--- src/rtl/sold_pkg.sv ---
package sold_pkg;

    parameter int BASE_W = 4;
    parameter int OFF_W  = 16;
    parameter int SIZE_W = 8;

    // Sum width: wide enough for sign-extended offset plus zero-extended size
    localparam int SUM_W = ((OFF_W > SIZE_W) ? OFF_W : (SIZE_W + 1)) + 1;

    typedef struct packed {
        logic [BASE_W-1:0] base;
        logic [OFF_W-1:0]  off;
        logic [SIZE_W-1:0] size;
    } acc_t;

endpackage

--- src/rtl/sold_store_tab.sv ---
module sold_store_tab
    import sold_pkg::*;
#(
    parameter int DEPTH = 4
) (
    input  logic                 clk,
    input  logic                 rst_n,
    input  logic                 clr_i,
    input  logic                 wr_i,
    input  acc_t                 wr_acc_i,
    output acc_t [DEPTH-1:0]     ent_o,
    output logic [DEPTH-1:0]     vld_o
);

    localparam int CW = $clog2(DEPTH + 1);

    typedef struct packed {
        logic [CW-1:0]    cnt;
        logic [DEPTH-1:0] vld;
        acc_t [DEPTH-1:0] ent;
    } tab_t;

    tab_t tab_d, tab_q;

    always_comb begin
        tab_d = tab_q;
        if (clr_i) begin
            tab_d.cnt = '0;
            tab_d.vld = '0;
        end else if (wr_i && (tab_q.cnt < CW'(DEPTH))) begin
            for (int i = 0; i < DEPTH; i++) begin
                if (CW'(i) == tab_q.cnt) begin
                    tab_d.ent[i] = wr_acc_i;
                    tab_d.vld[i] = 1'b1;
                end
            end
            tab_d.cnt = tab_q.cnt + CW'(1);
        end
    end

    always_ff @(posedge clk) begin
        if (!rst_n) tab_q <= '0;
        else        tab_q <= tab_d;
    end

    assign ent_o = tab_q.ent;
    assign vld_o = tab_q.vld;

    AST_CNT_BOUND: assert property (@(posedge clk) disable iff (!rst_n)
        tab_q.cnt <= CW'(DEPTH));
    AST_VLD_MATCH_CNT: assert property (@(posedge clk) disable iff (!rst_n)
        $countones(tab_q.vld) == int'(tab_q.cnt));
    AST_FULL_HOLD: assert property (@(posedge clk) disable iff (!rst_n)
        (tab_q.cnt == CW'(DEPTH) && !clr_i) |=> (tab_q.cnt == CW'(DEPTH)));
    AST_CLR_EMPTY: assert property (@(posedge clk) disable iff (!rst_n)
        clr_i |=> (tab_q.vld == '0));
    AST_IDLE_STABLE: assert property (@(posedge clk) disable iff (!rst_n)
        (!clr_i && !wr_i) |=> $stable(tab_q.vld));

endmodule

--- src/rtl/sold_cmp.sv ---
module sold_cmp
    import sold_pkg::*;
(
    input  logic en_i,
    input  acc_t st_i,
    input  acc_t ld_i,
    output logic hit_o
);

    logic signed [SUM_W-1:0] st_lo, ld_lo, st_hi, ld_hi;
    logic same_base, exact, st_below, span_hit;

    always_comb begin
        st_lo = {{(SUM_W-OFF_W){st_i.off[OFF_W-1]}}, st_i.off};
        ld_lo = {{(SUM_W-OFF_W){ld_i.off[OFF_W-1]}}, ld_i.off};
        st_hi = st_lo + $signed({{(SUM_W-SIZE_W){1'b0}}, st_i.size});
        ld_hi = ld_lo + $signed({{(SUM_W-SIZE_W){1'b0}}, ld_i.size});

        same_base = (st_i.base == ld_i.base);
        exact     = same_base && (st_i.off == ld_i.off);
        st_below  = (st_lo < ld_lo);
        span_hit  = st_below ? (st_hi > ld_lo) : (ld_hi > st_lo);
        hit_o     = en_i && same_base && (exact || span_hit);
    end

endmodule

--- src/rtl/store_overlap_det.sv ---
module store_overlap_det
    import sold_pkg::*;
#(
    parameter int DEPTH = 4
) (
    input  logic              clk,
    input  logic              rst_n,
    input  logic              grp_end_i,
    input  logic              st_vld_i,
    input  logic              st_desc_ok_i,
    input  logic [BASE_W-1:0] st_base_i,
    input  logic [OFF_W-1:0]  st_off_i,
    input  logic [SIZE_W-1:0] st_size_i,
    input  logic              ld_vld_i,
    input  logic              ld_desc_ok_i,
    input  logic [BASE_W-1:0] ld_base_i,
    input  logic [OFF_W-1:0]  ld_off_i,
    input  logic [SIZE_W-1:0] ld_size_i,
    output logic              conflict_o
);

    acc_t             st_acc, ld_acc;
    acc_t [DEPTH-1:0] ent;
    logic [DEPTH-1:0] vld;
    logic [DEPTH-1:0] hit;
    logic             query;

    always_comb begin
        st_acc.base = st_base_i;
        st_acc.off  = st_off_i;
        st_acc.size = st_size_i;
        ld_acc.base = ld_base_i;
        ld_acc.off  = ld_off_i;
        ld_acc.size = ld_size_i;
        query       = ld_vld_i && ld_desc_ok_i && (|vld);
    end

    sold_store_tab #(.DEPTH(DEPTH)) u_tab (
        .clk      (clk),
        .rst_n    (rst_n),
        .clr_i    (grp_end_i),
        .wr_i     (st_vld_i && st_desc_ok_i),
        .wr_acc_i (st_acc),
        .ent_o    (ent),
        .vld_o    (vld)
    );

    for (genvar g = 0; g < DEPTH; g++) begin : g_cmp
        sold_cmp u_cmp (
            .en_i  (query && vld[g]),
            .st_i  (ent[g]),
            .ld_i  (ld_acc),
            .hit_o (hit[g])
        );
    end

    assign conflict_o = |hit;

    AST_CONF_NEEDS_LOAD: assert property (@(posedge clk) disable iff (!rst_n)
        conflict_o |-> (ld_vld_i && ld_desc_ok_i));
    AST_CONF_NEEDS_STORE: assert property (@(posedge clk) disable iff (!rst_n)
        conflict_o |-> (vld != '0));
    AST_CONF_AFTER_CLR: assert property (@(posedge clk) disable iff (!rst_n)
        grp_end_i |=> !conflict_o);

endmodule

--- config.mk ---
export PLATFORM = sky130hd
export DESIGN_NAME = store_overlap_det
export DESIGN_NICKNAME = d
export VERILOG_FILES = /design/src/rtl/sold_pkg.sv /design/src/rtl/sold_store_tab.sv /design/src/rtl/sold_cmp.sv /design/src/rtl/store_overlap_det.sv
export SDC_FILE = /design/constraint.sdc
export NUM_CORES = 1
export LEC_CHECK = 0
export ABC_AREA = 1
export BUFFER_PORTS_ARGS = -buffer_cell sky130_fd_sc_hd__buf_2
export CORE_MARGIN = 1
export CORE_UTILIZATION = 50
export CTS_CLUSTER_DIAMETER = 100
export DETAILED_ROUTE_END_ITERATION = 10
export GPL_TIMING_DRIVEN = 0
export PLACE_DENSITY = 0.66
export SETUP_SLACK_MARGIN = 0.15
export SLEW_MARGIN = 20
export SYNTH_ARGS = -nofsm -noshare
export SYNTH_HDL_FRONTEND = slang
export SYNTH_SLANG_ARGS = --single-unit
--- constraint.sdc ---
create_clock -name clk -period 9.7 [get_ports clk]
set_input_delay 1.455 -clock clk [delete_from_list [all_inputs] [get_ports clk]]
set_output_delay 1.455 -clock clk [all_outputs]
set_load 0.02 [all_outputs]
Word level (Yosys, flattened, before mapping)
Cells that the tools add are included.
W data, S select, Z words.
{"block": "op_classes", "addsub": 6, "n_lt_le_gt_ge": 13, "n_eq_ne": 11, "muxes": 4, "bitwise_logic": 2, "n_reduce_logical": 36}
{"operator": "$gt A17 B16 Y1", "count": 8}
{"operator": "$add A16 B9 Y17", "count": 5}
{"operator": "$eq A16 B16 Y1", "count": 4}
{"operator": "$lt A16 B16 Y1", "count": 4}
{"operator": "$logic_and A1 B1 Y1", "count": 20}
{"operator": "$eq A4 B4 Y1", "count": 4}
{"operator": "$reduce_and A3 Y1", "count": 4}
{"operator": "$reduce_and A2 Y1", "count": 4}
{"operator": "$reduce_or A4 Y1", "count": 2}
{"operator": "$eq A2 B3 Y1 const A", "count": 2}
{"operator": "$logic_or A1 B1 Y1", "count": 4}
{"operator": "$mux W1", "count": 4}
{"operator": "$add A3 B1 Y3 const B", "count": 1}
{"operator": "$eq A1 B3 Y1 const A", "count": 1}
{"operator": "$logic_not A3 Y1", "count": 1}
{"operator": "$lt A3 B3 Y1 const B", "count": 1}
{"operator": "$not A1 Y1", "count": 2}
{"operator": "$reduce_or A2 Y1", "count": 1}
{"block": "word_totals", "ff_bits": 119, "inputBits": 63, "output_inout_bits": 1, "word_cells": 89}

Logic depth before layout (Yosys ltp)
Gate-level depths: netlist (run 1).
{"block": "logic_depth", "depth_word": 6, "mapped_depth": 29, "depth_no_buf": 29}

Modules after synthesis
A second synthesis (run 1) with hierarchy kept.
{"block": "hier_totals", "cells_unflattened": 2457, "hier_area_um2": 15950.3}
{"mod": "sold_cmp (g_cmp[0].u_cmp ...)", "n_inst": 3, "cells_each": 407, "area_per_inst_um2": 2492.4, "seq_area_each_um2": 0.0}
{"mod": "sold_store_tab", "n_inst": 1, "cells_each": 807, "area_per_inst_um2": 5890.6, "seq_area_each_um2": 2382.3}
{"mod": "sold_cmp (g_cmp[1].u_cmp)", "n_inst": 1, "cells_each": 410, "area_per_inst_um2": 2508.7, "seq_area_each_um2": 0.0}
{"mod": "store_overlap_det", "n_inst": 1, "cells_each": 19, "area_per_inst_um2": 73.8, "seq_area_each_um2": 0.0}

Worst setup path after synthesis (run 1)
Ideal clock, no wire load.
{"block": "synth_path", "path_type": "input to output", "from": "input port ld_off_i[1]", "to": "output port conflict_o", "arrival_ns": 4.298, "t_required_ns": 8.245, "slack_ns": 3.947, "path_stages": 24, "n_path_buf": 0, "cell_sequence": "inv_1 fa_1 o21ai_2 nand2_1 nand2_1 a21oi_2 o21ai_2 nand2_2 nor3_4 xor2_1 ha_1 nand2_1 inv_1 nand2_1 nand2_1 a21oi_1 nand3_1 nand2_1 nand3_1 nand3_1 nand2_1 nand2_1 inv_1 nand2_1"}
{"block": "synth_via", "elab_chain_len": 6, "elab_cells_between_ends": 34, "classes_between": "add/sub: 1; order compare: 12; eq/ne: 4; mux: 4; reduce/logical: 13"}
{"element": "start: declaration", "line": "store_overlap_det.sv:17", "source": "input logic [OFF_W-1:0] ld_off_i,"}
{"element": "$add A16 B9 Y17", "line": "sold_cmp.sv:17", "source": "ld_hi = ld_lo + $signed({{(SUM_W-SIZE_W){1'b0}}, ld_i.size});"}
{"element": "$gt A17 B16 Y1", "line": "sold_cmp.sv:22", "source": "span_hit = st_below ? (st_hi > ld_lo) : (ld_hi > st_lo);"}
{"element": "$mux W1", "line": "sold_cmp.sv:22"}
{"element": "$logic_or A1 B1 Y1", "line": "sold_cmp.sv:23", "source": "hit_o = en_i && same_base && (exact || span_hit);"}
{"element": "$logic_and A1 B1 Y1", "line": "sold_cmp.sv:23"}
{"element": "$reduce_or A4 Y1 *", "line": "store_overlap_det.sv:57", "source": "assign conflict_o = |hit;"}
{"element": "end: declaration", "line": "store_overlap_det.sv:19", "source": "output logic conflict_o"}
Every way passes the cells marked *; elsewhere a longest branch is shown, timed or not.

Worst setup path after layout (run 1)
{"block": "layout_path", "from": "input port ld_off_i[0]", "to": "output port conflict_o"}
The elaborated chain is that of the path after synthesis.

==> key figures, run 1 <==
Run status
  – Outcome: finished, final reports clean

Logic synthesis
  – Post-Syn Instances: 1752
  – Mean Syn Cell Area: roughly 7 sq um
  – Async set-reset flop share out of synthesis: 0%
  – EDFF count, synth: 0
  – Seq cells post-synth: 119
  – Synth Warn #: 0
  – Seq/Total Area, Yosys: 19.8%
  – Top FF cell, synth: dfxtp_1
  – Post-Syn Area: 12000 sq um
  – Net count after synthesis: 2065
  – Post-synthesis cell type count: 41

Timing
  – Slew at the pin closest to its max-slew limit: 0.706 ns
  – Fin worst setup slack: ~2.5 ns
  – Final Slew Violations: 0
  – Setup TNS: 0 ns
  – Fin crit period: 7.23 ns
  – Setup Viol. Count Final: 0
  – Max Clk Rate: 138 MHz
  – Slew HR: between 50% and 60%
  – RSZ-0062 raised after global routing: no
  – Final Hold Viols: 0
  – Skew final: 0.0153 ns
  – Fin crit share: 74.5%

Flow run
  – # Max-Cap Violations: 0

Clock network
  – H-Tree Depth: 4
  – Root buffer cell: clkbuf_16
  – # resized after CTS: 0
  – CTS buffer count: 17
  – CTS Buffer Depth: 2
  – CTS tree: done
  – Clock Pin Slew Worst Setup and Hold Paths: roughly 0.070 ns
  – Clk Latency, worst-skew pair: between 0.4 and 0.5 ns
  – CTS Hold Bufs: 0
  – Post-CTS setup buffers: 0
  – CTS sink count: 119

Worst setup path
  – Worst-path cell chain: buf_2 -> ha_1 -> inv_1 -> fa_1 -> o21ai_2 -> nand2_1 -> nand2_1 -> a21oi_2 -> o21ai_2 -> nand2_2 -> nor3_4 -> xor2_1 -> ha_1 -> a21oi_1 -> nand2_1 -> a21oi_1 -> nand4_1 -> nand3_1 -> nand3_1 -> nand2_1 -> nand2_1 -> inv_1 -> nand2_1 -> buf_2
  – CP peak stage delay: 0.52 ns
  – Max FO, Critical Path: 9
  – Critical path class: input pin to output port
  – CP max-delay cell: xor2_1
  – Setup crit start: ld_off_i[0]
  – RR Startpoint: u_tab.tab_q[118]
  – Critical path's most frequent cell: nand2_1
  – Critical path data arrival time: 5.78 ns
  – Critical Path RT: 8.25 ns
  – Element type at the critical path end: output port
  – Worst Path Buf+Inv: 4
  – Delay-heaviest family, CP: simple AND/OR/NAND/NOR gates
  – CP Launch Type: input pin

Power
  – Leakage: 0.00701 uW
  – Pwr Density: around 110 nW/um^2
  – Worst vdd ir: ~0.12 mV

Placement
  – # port buffers: 62
  – HPWL Detailed: 31200 microns
  – Setup WS pre-CTS: 2.60 ns
  – Routability congestion estimate: roughly 0.97

Drt
  – Final wirelength: 37800 microns
  – Vias: 11800
  – DR WL met2: 16300 microns
  – WL met3: 2600 microns
  – Final ANT Viol Nets: 0
  – Wire length per cell: 17.5 microns
  – WL met1: 18000 microns
  – Highest metal used: met4
  – Initial drt markers: 984
  – Via density: about 5.5
  – Initial DRT Pass Iterations: 5
  – DR DRC count: 0

Hold path
  – Hold Path Class: register to register
  – Hold path startpoint: u_tab.tab_q[118]

GRT
  – Antenna violations before repair: 0
  – First-pass GRT wire length: between 50000 and 60000 microns
  – Tot GR Track Use: 31.7%
  – Vias in the first global route: roughly 11000
  – Total grt overflow: 0
  – Largest net degree at the start of global routing: 17

Floorplanning
  – Core area: 23500 sq um
  – Die Height: 157 microns
  – Die width: 157 microns
  – Initial Utilization: ~51%
  – Top-level I/O count: 64
  – FP Rows: 56
  – Die ar.: 24700 sq um

Layout
  – Share of cells above drive strength 1: 7.04%
  – # diodes: 0
  – P&R area growth vs syn: 10.8%
  – Post-layout net count: about 2100
## layer usage
layer / GRT usage [%] / vias to the layer above
li1: - / 5995
met5: 0 / -
met1: 44.2 / 5419
met3: 4.65 / 54
met4: 8.92 / 0
met2: 50.7 / 368
## worst reg2reg max path: cells and delay by family, from the launching register on
| family | cells | cell delay (ns) |
|---|---|---|
| buffers and inverters | 4 | 0.68 |
| and+or+nand+nor | 3 | 0.54 |
| DFF | 1 | 0.31 |
| AOI/OAI and AO/OA | 2 | 0.29 |
## layout by cell type (no fill, tap or decap), types with 2 or more instances in the layout
master	instances
inv_1	234
clkbuf_1	28
dfxtp_1	119
o21bai_1	3
inv_6	6
inv_8	4
clkbuf_16	17
o21ai_0	137
inv_2	5
a31oi_1	8
clkinv_4	2
nor4_1	3
a211oi_1	2
xnor2_1	10
nor2_1	182
o21ai_2	7
nand4_1	32
o21a_1	5
ha_1	245
xor2_1	72
nand3b_1	2
nand2_1	356
a21oi_2	4
nand3_1	59
a21o_2	2
a21oi_1	179
o21ai_1	4
nand3_2	3
nor2_4	3
a21o_1	11
nor3_1	14
buf_2	66
nand2_2	3
fa_1	5
## metrics by stage
step	power (uW)	hold slack, ns	instances	cell area [sq um]	utilization (%)
5_1_grt	1560	0.503	2165	13300	56.6
2_1_floorplan	736	0.440	1752	12000	-
4_1_cts	1480	0.479	2165	13300	56.6
6_report	1490	0.473	2165	13300	56.6
3_3_place_gp	839	0.460	2133	12700	54.1
3_5_place_dp	847	0.462	2133	12700	54.1
## where the power goes
group / switching, uW / total (uW) / internal [uW] / leakage, uW
clock network: 270 / 641 / 371 / 0.000291
registers: 9.04 / 506 / 497 / 0.000962
logic: 223 / 339 / 117 / 0.00576
## flip-flops by register name, summed over array words and instances (netlist names)
| name | cells |
|---|---|
| u_tab.ent_o | 112 |
| u_tab.tab_q | 3 |
| u_tab.vld_o | 4 |
## synthesized netlist by cell type, drive strengths merged (2+ instances only)
library cell	n	area, sq um
o21bai	4	33.8
dfxtp	119	2380
nand4	32	200
a211oi	3	27.5
ha	245	3070
o21ai	148	767
o21a	5	37.5
nand3	62	325
nor3	15	86.3
nand2	359	1360
xnor2	10	87.6
xor2	72	631
fa	5	100
a31oi	8	50.1
clkbuf	28	105
a21oi	183	931
inv	239	897
a21o	13	100
buf	4	20.0
nand3b	2	15.0
nor2	186	723
nor4	3	18.8
## logic make-up after synthesis
family,Yosys count,share of synthesized area (%)
adders and majority gates,250,26.3
DFF,119,19.8
AOI/OAI and AO/OA,368,16.5
xor gates and xnor gates,82,5.97
buffers and inverters,271,8.50
and+or+nand+nor,662,22.8
## final timing paths
path                                          to  slack (ns)  depth (start not counted)
worst max register to register  u_tab.ent_o[102]        7.73                          9
worst max-delay path                  conflict_o        2.47                         24
worst min register to register  u_tab.tab_q[118]        0.47                          2
worst min-delay path            u_tab.tab_q[118]        0.47                          2
## final cells by class
cell class                 instances  area, sq um
tap                              319          399
sequential                       119         2380
fill                            2387        10200
clock inverter                    14          153
clock buffer                      18          439
inverter                         239          897
multi-input combinational       1362         8620
timing repair buffer              62          310
buffer                            32          125
(Power assumes the default switching activity.)
==> inputs of run 2 (changes only) <==
--- a/config.mk
+++ b/config.mk
@@ -5,7 +5,7 @@
 export SDC_FILE = /design/constraint.sdc
 export NUM_CORES = 1
 export LEC_CHECK = 0
-export ABC_AREA = 1
+export ABC_AREA = 0
 export BUFFER_PORTS_ARGS = -buffer_cell sky130_fd_sc_hd__buf_2
 export CORE_MARGIN = 1
 export CORE_UTILIZATION = 50
==> constraint.sdc (replaced) <==
create_clock -name clk -period 6.95 [get_ports clk]
set_input_delay 1.0425 -clock clk [delete_from_list [all_inputs] [get_ports clk]]
set_output_delay 1.0425 -clock clk [all_outputs]
set_load 0.02 [all_outputs]
==> key figures, run 2 <==
Run status
  – Outcome: finished, final reports clean

Logic synthesis
  – Net count after synthesis: 1773
  – EDFF count, synth: 0
  – Seq/Total Area, Yosys: ~21%
  – Post-synthesis cell type count: 54
  – Synth area leaders: ha_1 (27%), dfxtp_1 (21%), nand2_1 (9.2%)
  – Post-synth top area cell: ha_1
  – Post-Syn Area: roughly 11000 sq um
  – Post-Syn Instances: between 1000 and 1500
  – Post-synth top area share: a little over a quarter
  – Seq cells post-synth: 119
  – Top-count cell post-synth: nand2_1
  – Mean Syn Cell Area: approximately 7.8 sq um
  – Async set-reset flop share out of synthesis: 0%
  – Synth cell count leaders: nand2_1 (280), ha_1 (245), inv_1 (126), a21boi_0 (122), dfxtp_1 (119)
  – Top FF cell, synth: dfxtp_1
  – Synth Warn #: 0

Timing
  – Slew at the pin closest to its max-slew limit: 0.984 ns
  – Skew final: 0.00870 ns
  – RSZ-0062 raised after global routing: no
  – Fin crit share: 94.4%
  – Final Hold Viols: 0
  – Max Clk Rate: 152 MHz
  – Final Slew Violations: 0
  – Setup TNS: 0 ns
  – Hold Worst Slack: approximately 0.48 ns
  – Slew HR: 33.8%
  – Setup Viol. Count Final: 0
  – Fin crit period: ~6.6 ns

GRT
  – Total grt overflow: 0
  – Vias in the first global route: slightly above 10000
  – First-pass GRT wire length: roughly 55000 microns
  – Met3 Use GR: 3.43%
  – Met1 Use GR: 42.7%
  – GRT met2 Usage: 50.0%
  – Largest net degree at the start of global routing: 17
  – Antenna violations before repair: 0
  – Grt peak-use layer: met2
  – Tot GR Track Use: 30.8%

Floorplanning
  – Core area: 22600 sq um
  – Die Height: 153 microns
  – Initial Utilization: 50.8%
  – Top-level I/O count: 64
  – FP Rows: 55
  – Die ar.: 23500 sq um
  – Die width: 153 microns

Clock network
  – CTS tree: done
  – H-Tree Depth: 4
  – CTS buffer count: 17
  – CTS sink count: 119
  – Clk Latency, worst-skew pair: approximately 0.43 ns
  – Root buffer cell: clkbuf_16
  – CTS Buffer Depth: 2
  – Clock Pin Slew Worst Setup and Hold Paths: 0.06 ns
  – Post-CTS setup buffers: 0

Layout
  – Commonest non-fill, non-tap cells in the layout: nand2_1 (280), ha_1 (245), inv_1 (126)
  – Share of cells above drive strength 1: 7.53%
  – P&R area growth vs syn: 11.3%
  – Fillcell total: 2109
  – Final Non-Filler Cells: 1839
  – Commonest non-fill, non-tap cell in the layout: nand2_1
  – Fin area: 12800 sq um
  – # diodes: 0
  – Post-layout net count: 1854
  – Max reg flops: 112
  – Post-layout util: 56.5%

Drt
  – Initial drt markers: 662
  – Via density: 5.73
  – DR DRC count: 0
  – Wire length per cell: 19.2 microns
  – Initial DRT Pass Iterations: 5
  – Final wirelength: 35400 microns
  – Final ANT Viol Nets: 0
  – Vias: 10500

Placement
  – # port buffers: 62
  – Area after DPL: 12100 sq um
  – Routability congestion estimate: roughly 1
  – HPWL Detailed: 28900 microns
  – Placed insts: 1807

Power
  – Switching power: 593 uW
  – Sw frac: 29.8%
  – Sequential share of power: 35.0%
  – Power share of the clock group: 46.6%
  – Gate power share: 18.4%
  – Cell-internal power: 1400 uW
  – Worst vdd ir: approximately 0.14 mV
  – Leakage: 0.00549 uW
  – Pwr Density: between 150 and 200 nW/um^2

Worst setup path
  – CP Launch Type: input pin
  – Element type at the critical path end: output port
  – Critical path class: input pin to output port
  – Critical path data arrival time: 5.52 ns
  – Max FO, Critical Path: 9
  – Critical Path RT: 5.91 ns

Flow run
  – # Max-Cap Violations: 0

Hold path
  – Hold Path Class: register to register
-- run 2: through the flow --
stage / setup slack, ns / power (uW)
after global placement: 0.447 / 1050
after detailed placement: 0.416 / 1070
after CTS: 0.368 / 1990
after global routing: 0.195 / 2080
final: 0.390 / 1990
after floorplan: 1.68 / 943
-- run 2: layout make-up --
type / instances / area [sq um] / area share (%)
tap: 285 / 357 / 2.79
inverter: 126 / 473 / 3.71
clock inverter: 14 / 174 / 1.36
sequential: 119 / 2380 / 18.7
clock buffer: 18 / 429 / 3.36
multi-input combinational: 1182 / 8500 / 66.6
timing repair buffer: 62 / 310 / 2.43
buffer: 33 / 139 / 1.09
-- run 2: worst max-delay path, stage by stage --
cell	delay [ns]
buf_2	0.28
ha_1	0.23
inv_1	0.05
fa_1	0.39
nor2b_1	0.11
o21ai_0	0.13
a21boi_0	0.27
o21ai_0	0.15
a21boi_1	0.22
o21a_1	0.21
o211ai_1	0.15
xnor2_2	0.30
ha_1	0.33
a21oi_1	0.20
nor2_1	0.07
a211oi_1	0.25
o2111ai_1	0.14
o21ai_0	0.21
nand3b_1	0.11
a22oi_1	0.34
nand3_1	0.15
buf_2	0.18
-- run 2: path summary, 6_finish.rpt --
kind                          from  slack, ns          endpoint  depth (start not counted)
hold / removal     u_tab.ent_o[25]       0.48   u_tab.ent_o[25]                          2
hold reg to reg    u_tab.ent_o[25]       0.48   u_tab.ent_o[25]                          2
setup reg to reg  u_tab.tab_q[118]       4.75  u_tab.ent_o[100]                          5
setup / recovery       ld_off_i[0]       0.39        conflict_o                         22
-- run 2: metal layers --
layer,wire length [microns],share of wire [%],vias to the layer above
met3,2140,6.0,59
li1,-,-,5282
met4,868,2.5,0
met2,15500,44,323
met1,16900,48,4873
met5,0,0,-
-- run 2: logic make-up (layout without fill, tap and decap cells) --
family,count (synthesis),in the layout,share of synthesized area (%)
xor gates and xnor gates,80,80,6.11
muxes,4,4,0.393
and+or+nand+nor,487,487,18.6
buffers and inverters,159,253,5.34
DFF,119,119,20.8
adders and majority gates,250,250,27.6
AOI/OAI and AO/OA,361,361,21.1
-- run 2: power groups by stage --
stage / registers [uW] / logic, uW / clock network (uW)
floorplan: 709 / 234 / 0
global placement: 712 / 342 / 0
detailed placement: 712 / 355 / 0
CTS: 697 / 360 / 933
global route: 698 / 410 / 969
finish: 697 / 367 / 927
-- run 2: what timing repair did --
| item | 4_1_cts | 5_1_grt |
|---|---|---|
| endpoints found under the setup margin | 0 | 1 |
| hold buffers | 0 | 0 |
| gates resized for setup | 0 | 4 |
